**config.mk**
```make
export PLATFORM = sky130hd
export DESIGN_NAME = twoport_ram
export DESIGN_NICKNAME = d
export VERILOG_FILES = /design/src/rtl/twoport_ram_pkg.sv /design/src/rtl/twoport_ram_merge.sv /design/src/rtl/twoport_ram_store.sv /design/src/rtl/twoport_ram_outstage.sv /design/src/rtl/twoport_ram.sv
export SDC_FILE = /design/constraint.sdc
export NUM_CORES = 1
export LEC_CHECK = 0
export BUFFER_PORTS_ARGS = -buffer_cell sky130_fd_sc_hd__buf_4
export CAP_MARGIN = 20
export CORE_AREA = 2 2 178 93
export CTS_CLUSTER_SIZE = 28
export DETAILED_ROUTE_END_ITERATION = 7
export DIE_AREA = 0 0 180 95
export HOLD_SLACK_MARGIN = 0.08
export PLACE_DENSITY = 0.71
export RECOVER_POWER = 100
export SYNTH_ARGS = -nofsm -noshare
export SYNTH_HDL_FRONTEND = slang
export SYNTH_SLANG_ARGS = --single-unit
```
**constraint.sdc**
```tcl
create_clock -name clk -period 1.7 [get_ports clk]
set_input_delay 0.34 -clock clk [delete_from_list [all_inputs] [get_ports clk]]
set_output_delay 0.34 -clock clk [all_outputs]
set_load 0.02 [all_outputs]
```
**src/rtl/twoport_ram_pkg.sv**
```systemverilog
package twoport_ram_pkg;

    // What the write-side output reports in registered mode
    typedef enum logic {
        WRV_NEW = 1'b0,
        WRV_OLD = 1'b1
    } wr_view_e;

    // Read path timing
    typedef enum logic {
        RD_REGISTERED    = 1'b0,
        RD_COMBINATIONAL = 1'b1
    } rd_mode_e;

endpackage

```
**src/rtl/twoport_ram_merge.sv**
```systemverilog
// Bitwise merge of write data into the stored word under a mask
module twoport_ram_merge #(
    parameter int DATA_W = 8
) (
    input  logic [DATA_W-1:0] stored,
    input  logic [DATA_W-1:0] data,
    input  logic [DATA_W-1:0] mask,
    output logic [DATA_W-1:0] merged
);

    for (genvar b = 0; b < DATA_W; b++) begin : g_bit
        assign merged[b] = mask[b] ? data[b] : stored[b];
    end

endmodule

```
**src/rtl/twoport_ram_store.sv**
```systemverilog
// Storage array: one write port, two combinational look-ups
module twoport_ram_store #(
    parameter int              ADDR_W    = 4,
    parameter int              DATA_W    = 8,
    parameter logic [DATA_W-1:0] INIT_WORD = '0
) (
    input  logic              clk,
    input  logic              we,
    input  logic [ADDR_W-1:0] waddr,
    input  logic [DATA_W-1:0] wword,
    input  logic [ADDR_W-1:0] raddr,
    output logic [DATA_W-1:0] rword,
    output logic [DATA_W-1:0] wside_word
);

    localparam int DEPTH = 1 << ADDR_W;

    // Contents are not touched by reset; start value set here
    logic [DATA_W-1:0] mem_q [DEPTH] = '{default: INIT_WORD};

    always_ff @(posedge clk) begin
        if (we) begin
            mem_q[waddr] <= wword;
        end
    end

    assign rword      = mem_q[raddr];
    assign wside_word = mem_q[waddr];

endmodule

```
**src/rtl/twoport_ram_outstage.sv**
```systemverilog
// Output stage: registered or pass-through, chosen at build time
module twoport_ram_outstage
    import twoport_ram_pkg::*;
#(
    parameter int       DATA_W  = 8,
    parameter wr_view_e WR_VIEW = WRV_NEW,
    parameter rd_mode_e RD_MODE = RD_REGISTERED
) (
    input  logic              clk,
    input  logic              rst_n,
    input  logic              we,
    input  logic [DATA_W-1:0] rword,
    input  logic [DATA_W-1:0] wside_old,
    input  logic [DATA_W-1:0] wside_new,
    output logic [DATA_W-1:0] rd_data,
    output logic [DATA_W-1:0] wr_q
);

    if (RD_MODE == RD_REGISTERED) begin : g_reg

        typedef struct packed {
        logic [DATA_W-1:0] rd;
        logic [DATA_W-1:0] wq;
        } out_t;

        out_t out_d, out_q;

        always_comb begin
            out_d    = out_q;
            out_d.rd = rword;
            if (WR_VIEW == WRV_NEW && we) begin
                out_d.wq = wside_new;
            end else begin
                out_d.wq = wside_old;
            end
        end

        always_ff @(posedge clk or negedge rst_n) begin
            if (!rst_n) begin
                out_q <= '0;
            end else begin
                out_q <= out_d;
            end
        end

        assign rd_data = out_q.rd;
        assign wr_q    = out_q.wq;

    end else begin : g_comb

        // Same-cycle view of the array; the write lands at the edge
        assign rd_data = rword;
        assign wr_q    = wside_old;

    end

endmodule

```
**src/rtl/twoport_ram.sv**
```systemverilog
module twoport_ram
    import twoport_ram_pkg::*;
#(
    parameter int                ADDR_W    = 4,
    parameter int                DATA_W    = 8,
    parameter logic [DATA_W-1:0] INIT_WORD = '0,
    parameter wr_view_e          WR_VIEW   = WRV_NEW,
    parameter rd_mode_e          RD_MODE   = RD_REGISTERED
) (
    input  logic              clk,
    input  logic              rst_n,
    input  logic              wr_en,
    input  logic [ADDR_W-1:0] wr_addr,
    input  logic [DATA_W-1:0] wr_data,
    input  logic [DATA_W-1:0] wr_mask,
    input  logic [ADDR_W-1:0] rd_addr,
    output logic [DATA_W-1:0] rd_data,
    output logic [DATA_W-1:0] wr_q
);

    logic [DATA_W-1:0] rword;
    logic [DATA_W-1:0] wside_old;
    logic [DATA_W-1:0] wside_new;

    twoport_ram_store #(
        .ADDR_W   (ADDR_W),
        .DATA_W   (DATA_W),
        .INIT_WORD(INIT_WORD)
    ) u_store (
        .clk       (clk),
        .we        (wr_en),
        .waddr     (wr_addr),
        .wword     (wside_new),
        .raddr     (rd_addr),
        .rword     (rword),
        .wside_word(wside_old)
    );

    twoport_ram_merge #(
        .DATA_W(DATA_W)
    ) u_merge (
        .stored(wside_old),
        .data  (wr_data),
        .mask  (wr_mask),
        .merged(wside_new)
    );

    twoport_ram_outstage #(
        .DATA_W (DATA_W),
        .WR_VIEW(WR_VIEW),
        .RD_MODE(RD_MODE)
    ) u_out (
        .clk      (clk),
        .rst_n    (rst_n),
        .we       (wr_en),
        .rword    (rword),
        .wside_old(wside_old),
        .wside_new(wside_new),
        .rd_data  (rd_data),
        .wr_q     (wr_q)
    );

endmodule

```
Yosys cells after proc, flatten, opt, wreduce, memory -nomap -nowiden
Memories as Yosys holds them, arrays and structs flattened. A register that Yosys moved wholly into a read port is not among the register bits.
Index checks and enable logic that the tools add are counted.
Word-level totals
  bits in registers: 8
  bits in latches: 0
  bits in writable memories: 128
  memory bits (read-only): 0
  input port bits: 27
  output and inout port bits: 16
  word-level logic and storage cells: 14
  memories kept: 1
Memory list
  u_store.mem_q: depth 16, width 8, rd ports 2, clocked after memory_dff 1, wr ports 1, RTL line twoport_ram_store.sv:19  | logic [DATA_W-1:0] mem_q [DEPTH] = '{default: INIT_WORD};
Cells by class
  add/sub/neg operators: 0
  $mul: 0
  divide/modulo/power cells: 0
  order comparisons: 0
  equal/unequal tests: 0
  shifts and indexed selects: 0
  muxes and demuxes: 11
  bitwise operators: 0
  reduce and logical (&&, ||, !) cells: 1
Operators with widths (number)
  two-way mux 1 bit: 10
  two-way mux 8 bit: 1
  zero test 1 bit: 1

Depth between registers and ports, before layout
Gate-level depths: netlist of run 1.
An unclocked memory read counts as a cell.
  word-level depth: 3
  gate-level depth with buffers: 7
  mapped depth without buffers: 4

Modules after synthesis
Synthesis of run 1 repeated with hierarchy kept, for this count alone.
Unflattened totals
  cell total of the unflattened synthesis: 326
  area, all modules: 6623.9 µm²
Modules (own cells, without submodules)
  twoport_ram_store: instances 1, cells an instance 293, area each 5972.0 µm², seq. area each 3843.7 µm²
  twoport_ram_outstage: instances 1, cells an instance 25, area each 531.8 µm², seq. area each 400.4 µm²
  twoport_ram_merge: instances 1, cells an instance 8, area each 120.1 µm², seq. area each 0.0 µm²

Worst setup path before layout of run 1
Ideal clock, no wire load.
  kind: input to register
  from: input port wr_addr[1]
  to: memory u_store.mem_q[0][6], data pin
  library setup time: 347 ps
  arrival: 1997 ps
  required time: 1353 ps
  setup slack: -644 ps
  cell stages on the path: 6
  path buffers: 3
  cells stage by stage: buf_2 -> buf_4 -> nand2_1 -> clkbuf_1 -> o221ai_1 -> o311ai_1
On the way
  longest elaborated chain between the ends: 2
RTL lines
  from (decl): RTL line twoport_ram.sv:13  | input logic [ADDR_W-1:0] wr_addr,
  memory (16 x 8 bit)
  two-way mux 1 bit: RTL line twoport_ram_merge.sv:12  | assign merged[b] = mask[b] ? data[b] : stored[b];
  net u_merge.merged[6]: RTL line twoport_ram_merge.sv:8  | output logic [DATA_W-1:0] merged
  to (decl): RTL line twoport_ram_store.sv:19
The timed path passes the listed nets, and every way through them passes these cells.

Worst setup path after layout of run 1
  from: input port wr_addr[3]
  to: memory u_store.mem_q[0][7] (enable)
No word-level cell before the write port.

==> results.txt, run 1 <==
Power Density = 1000 nW/um2
Worst min path class = input port to flip-flop
Skew-Pair Late Insertion Delay = 0.43 ns
Initial antenna violation count = 1
Cell area after synthesis = 6860 um2
Synth Register Bits = 144
Final setup fails = 0
Ys async rst share = 11.1%
Setup TNS = 0 ns
GRT Util Overall = 26.4%
Largest net degree at the start of global routing = 19
Top cell family by delay on the critical path = buffers and inverters
Clk_skew = 0.0146 ns
Ys flop type = edfxtp_1
Leakage = 3.27 nW
CTS tree = built
Post-Syn Instances = 409
Number of global-route vias before repair = 4733
Setup ws final = 0.00176 ns
Die width = 180 um
Via count = 4877
Syn. warnings = 0
Critical path type = input port to flip-flop
Fin. max-slew vios = 0
Crit path launch type = input port
Largest cells by area after synthesis = edfxtp_1 56%, mux4_1 9.2%, dfrtp_1 5.8%, mux2i_1 5.8%, mux4_2 5.3%
CTS Buf Count = 17
Avg Inst Size Synth = 16.8 um2
Synth top area share = 56.0%
Final ANT Viol Nets = 0
HPWL Detailed = 15500 um
Syn_nets = 436
CTS Root Cell = clkbuf_16
Final design utilization = 56.3%
CP max-delay cell = or3b_4
Fin nets = 579
Die height = 95 um
Final min period = 1.70 ns
Core ar. = 15700 um2
Cell taking the most area after synthesis = edfxtp_1
DR WL/cell = 27.8 um
Post-route DRC violation count = 0
Synthesis-to-layout area growth = 29.1%
Most frequent cell after synthesis = edfxtp_1
Worst Path Max Fanout = 18
Global route overflow = 0
Hold Path Depth = 3
Worst EP arrival = 1.82 ns
1st-iter DRT viols = 765
H-tree depth = 4
Total wire length = 21500 um
Max Fclk = 589 MHz
I/O pin count = 43
Via/cell ratio = 6.29
Number of port buffers = 42
Worst Path Required = 1.82 ns
Top post-synthesis cells by count = 128 x edfxtp_1, 40 x mux2i_1, 25 x nand2_1, 24 x mux4_1
Die ar. = 17100 um2
Placement Rows = 33
Maximum vdd drop = 0.649 mV
Critical path cell sequence = buf_8 > clkbuf_4 > buf_4 > or3b_4 > nor3_2 > clkbuf_2
Number of flops mapped to enable cells by yosys = 128
RSZ-0062 raised after global routing = yes
First-pass GRT wire length = 31600 um
FF-to-FF path depth = 5
Status = finished clean
Fraction of layout cells with a size suffix above 1 = 36.6%
DR pass1 iterations = 6
Clock buffer depth = 2
TritonCTS Sinks = 144
Fin crit share = 99.9%
Crit path depth = 6
Global placement routability congestion = 0.980
Overall power = 8.87 mW
Max Cap Viol = 0
Hold WS = 0.190 ns
Setup crit end kind = flip-flop
Least-Margin Pin Slew = 1.25 ns
N_diodes = 0
Worst-path clk slew = 0.07 ns
Worst slack, placed = -0.780 ns
Seq/Total Area, Yosys = 61.9%
Starting Density = 43.6%
Slew headroom = 17.0%
Final Hold Fails = 0
Netlist cell types = 29
Crit path buf inv count = 4
Slowest stage delay, CP = 0.43 ns
repair_timing:
action	CTS	global route
setup buffers	10	2
endpoints found under the hold margin	16	0
setup endpoints to repair	129	92
hold buffers	1	0
resized for setup	7	4
pin swaps	9	2
stage by stage:
stage	std cells	area (um2)
3_3_place_gp	730	8340
3_5_place_dp	730	8340
4_1_cts	773	9110
2_1_floorplan	409	7120
6_report	775	8860
5_1_grt	775	8860
cell usage in the layout (no fill, tap or decap), types with 2 or more instances in the layout:
cell	n
o311ai_2	3
nand2_1	24
nor3_1	3
o221ai_2	4
a21oi_1	8
a222oi_1	8
o211ai_1	8
mux2i_1	40
dfrtp_1	16
clkbuf_1	29
buf_12	14
buf_4	84
nand2b_1	10
nand3_1	17
mux2_1	7
clkbuf_16	17
mux4_1	23
clkbuf_4	3
inv_8	4
nor2_1	12
clkbuf_2	17
mux4_2	17
buf_2	3
o311ai_4	5
clkinv_8	2
o21ai_0	6
inv_6	7
nand3b_1	10
mux2_2	17
o21ai_1	2
o221ai_1	4
edfxtp_1	128
kinds of logic (layout without fill, tap and decap cells):
group | after synthesis | count (layout) | synth area share (%)
compound gates | 48 | 48 | 5.25
mux | 104 | 104 | 24.2
flops | 144 | 144 | 61.9
buf+inv | 28 | 184 | 2.52
simple gates | 85 | 85 | 6.16
state kept, by name, summed over array words and instances, names as in the netlist:
register,cells
u_store.mem_q,128
u_out.wr_q,8
u_out.rd_data,8
worst register-to-register path, delay by kind of cell (launching register included):
kind	cells	cell delay [ns]
muxes	1	0.30
AOI/OAI and AO/OA	2	0.36
buffers and inverters	2	0.36
DFF	1	0.42
power by group:
group          internal (mW)  switching [mW]  total, mW
Clock                   1.96            1.72       3.69
Combinational          0.510           0.639       1.15
Sequential              4.00          0.0352       4.03
Total                   6.47            2.40       8.87
routing by layer:
layer  vias up  wire, um  GRT usage, %
met1      2441      9700          39.4
met5         -         0             0
met3        40      3140          11.3
li1       2006         -             -
met2       390      8370          34.6
met4         0       328          7.32
worst paths after layout:
kind / start / endpoint / slack (ns)
setup / recovery: wr_addr[3] / u_store.mem_q[0][7] / 0.002
hold / removal: wr_data[1] / u_out.wr_q[1] / 0.19
setup reg to reg: u_store.mem_q[13][5] / u_store.mem_q[14][5] / 0.002
hold reg to reg: u_store.mem_q[3][0] / u_out.rd_data[0] / 0.81
max in group asynchronous: rst_n / u_out.rd_data[2] / 0.25
min in group asynchronous: rst_n / u_out.rd_data[3] / 0.69
cell type report:
type                            count  area, um2
Clock buffer                       17        425
Sequential cell                   144       4240
Timing Repair Buffer              152       1170
Fill cell                        1254       6870
Clock inverter                     15        155
Tap cell                          210        263
Multi-Input combinational cell    237       2610
(Power assumes the default switching activity.)
==> run 2, diff against run 1 <==
--- a/config.mk
+++ b/config.mk
@@ -7,12 +7,12 @@
 export LEC_CHECK = 0
 export BUFFER_PORTS_ARGS = -buffer_cell sky130_fd_sc_hd__buf_4
 export CAP_MARGIN = 20
-export CORE_AREA = 2 2 178 93
+export CORE_AREA = 2 2 121 135
 export CTS_CLUSTER_SIZE = 28
 export DETAILED_ROUTE_END_ITERATION = 7
-export DIE_AREA = 0 0 180 95
+export DIE_AREA = 0 0 123 137
 export HOLD_SLACK_MARGIN = 0.08
-export PLACE_DENSITY = 0.71
+export PLACE_DENSITY = 0.75
 export RECOVER_POWER = 100
 export SYNTH_ARGS = -nofsm -noshare
 export SYNTH_HDL_FRONTEND = slang
==> results.txt, run 2 (synthesis gave the netlist of run 1 again) <==
Status = finished with violations
Failing checks = setup timing
Critical path type = input port to flip-flop
Final Hold Fails = 0 (unchanged)
Least-Margin Pin Slew = 1.13 ns (-0.118 ns)
Worst Path Required = 1.83 ns (about the same)
Overall power = 8.92 mW (+0.56%)
Fin nets = 558 (-3.6%)
Core ar. = 15500 um2 (-1.5%)
Most frequent cells in the layout = 128 x edfxtp_1, 62 x buf_4, 40 x mux2i_1
Worst EP arrival = 1.86 ns (+0.04 ns)
Number of port buffers = 42 (unchanged)
Synthesis-to-layout area growth = 27.5%
Slew headroom = 24.9% (+7.9 points)
GRT Util Overall = 23.9% (-2.5 points)
Die width = 123 um (-32%)
CTS Buf Count = 17 (unchanged)
H-tree depth = 4 (unchanged)
Worst-path clk slew = 0.06 ns (about the same)
Final ANT Viol Nets = 0 (unchanged)
Post-route DRC violation count = 0 (unchanged)
RSZ-0062 raised after global routing = yes
Initial antenna violation count = 0 (-1)
CTS tree = built
Top reg by flops = u_store.mem_q
N_diodes = 0 (unchanged)
Fraction of layout cells with a size suffix above 1 = 32.2% (-4.5 points)
Setup ws final = -0.0283 ns (-0.0301 ns)
Number of global-route vias before repair = 4609 (-2.6%)
I/O pin count = 43 (unchanged)
Max Fclk = 579 MHz (-1.7%)
First-pass GRT wire length = 27700 um (-12%)
Setup crit end kind = flip-flop
Leakage = 3.19 nW (-2.6%)
Final setup fails = 3 (+3)
Post-Layout Inst Area = 8750 um2 (-1.3%)
Via count = 4693 (-3.8%)
Crit path launch type = input port
Total wire length = 19500 um (-9.5%)
CTS Root Cell = clkbuf_16
Maximum vdd drop = 0.729 mV (+12%)
Max reg flops = 128 (unchanged)
Worst min path class = input port to flip-flop
Global route overflow = 0 (unchanged)
Power Density = 1020 nW/um2 (+1.9%)
Skew-Pair Late Insertion Delay = 0.43 ns (about the same)
1st-iter DRT viols = 604 (-21%)
R2R Setup Slk = 0.04 ns (+0.04 ns)
Fin crit share = 102% (+1.8 points)
Starting Density = 44.3% (+0.67 points)
Clk_skew = 0.00722 ns (-0.00737 ns)
DR WL/cell = 26.2 um (-5.7%)
Placement Rows = 48 (+45%)
HPWL Detailed = 13500 um (-13%)
Global placement routability congestion = 0.909 (-7.3%)
Area after DPL = 8200 um2 (-1.7%)
Via/cell ratio = 6.31 (+0.24%)
Worst Path Max Fanout = 15 (-3)
Max Cap Viol = 0 (unchanged)
Fin. max-slew vios = 0 (unchanged)
Die ar. = 16900 um2 (-1.5%)
TritonCTS Sinks = 144 (unchanged)
Most common cell after layout, fill and taps aside = edfxtp_1
Largest net degree at the start of global routing = 20 (+1)
Die height = 137 um (+44%)
Final min period = 1.73 ns (+0.0301 ns)
Clock buffer depth = 2 (unchanged)
DR pass1 iterations = 5 (-1)
-- run 2: power breakdown --
| group | switching (mW) | internal [mW] |
|---|---|---|
| Combinational | 0.597 | 0.485 |
| Clock | 1.48 | 2.32 |
| Sequential | 0.0306 | 4.00 |
| Total | 2.11 | 6.81 |
-- run 2: cell type report --
class	count	area, um2
Multi-Input combinational cell	238	2640
Clock buffer	17	425
Clock inverter	15	184
Fill cell	1232	6750
Sequential cell	144	4240
Tap cell	200	250
Timing Repair Buffer	130	1010
-- run 2: metal layers --
layer,global-route usage [%],routed length (um),up-vias
met5,0,0,-
met4,14.3,1080,0
met3,6.21,1740,73
met2,37.3,9290,319
met1,30.0,7390,2341
li1,-,-,1960
-- run 2: per-stage QoR --
step,setup WS [ns],std cells,TNS (ns),util [%],hold slack [ns]
finish,-0.0283,744,-0.0787,56.5,0.186
global route,-0.0476,744,-1.23,56.5,0.211
CTS,0.000412,736,0,57.0,0.169
detailed placement,-0.473,703,-60.11,52.9,0.235
global placement,-0.425,703,-51.39,52.9,0.234
floorplan,-0.0791,409,-3.02,-,0.0444
-- run 2: path summary, 6_finish.rpt --
path / start / end / depth (start not counted)
worst max register to register: u_store.mem_q[7][7] / u_store.mem_q[13][7] / 4
worst max-delay path: wr_addr[2] / u_store.mem_q[12][5] / 5
max in group asynchronous: rst_n / u_out.rd_data[2] / 2
worst min-delay path: wr_data[3] / u_out.wr_q[3] / 3
worst min register to register: u_store.mem_q[11][3] / u_out.rd_data[3] / 2
min in group asynchronous: rst_n / u_out.wr_q[0] / 2
-- run 2: critical path, cell delays in order --
cell      delay, ns
clkbuf_2       0.35
clkbuf_1       0.26
nand3_1        0.19
nor3_1         0.41
buf_2          0.29
-- run 2: timing repair --
| item | CTS | global route |
|---|---|---|
| resized for setup | 3 | 4 |
| buffers inserted | 0 | 7 |
| endpoints found under the setup margin | 50 | 112 |
| hold buffers | 1 | 0 |
| pin swaps | 0 | 10 |
| cloned | 0 | 1 |
| hold endpoints to repair | 16 | 0 |
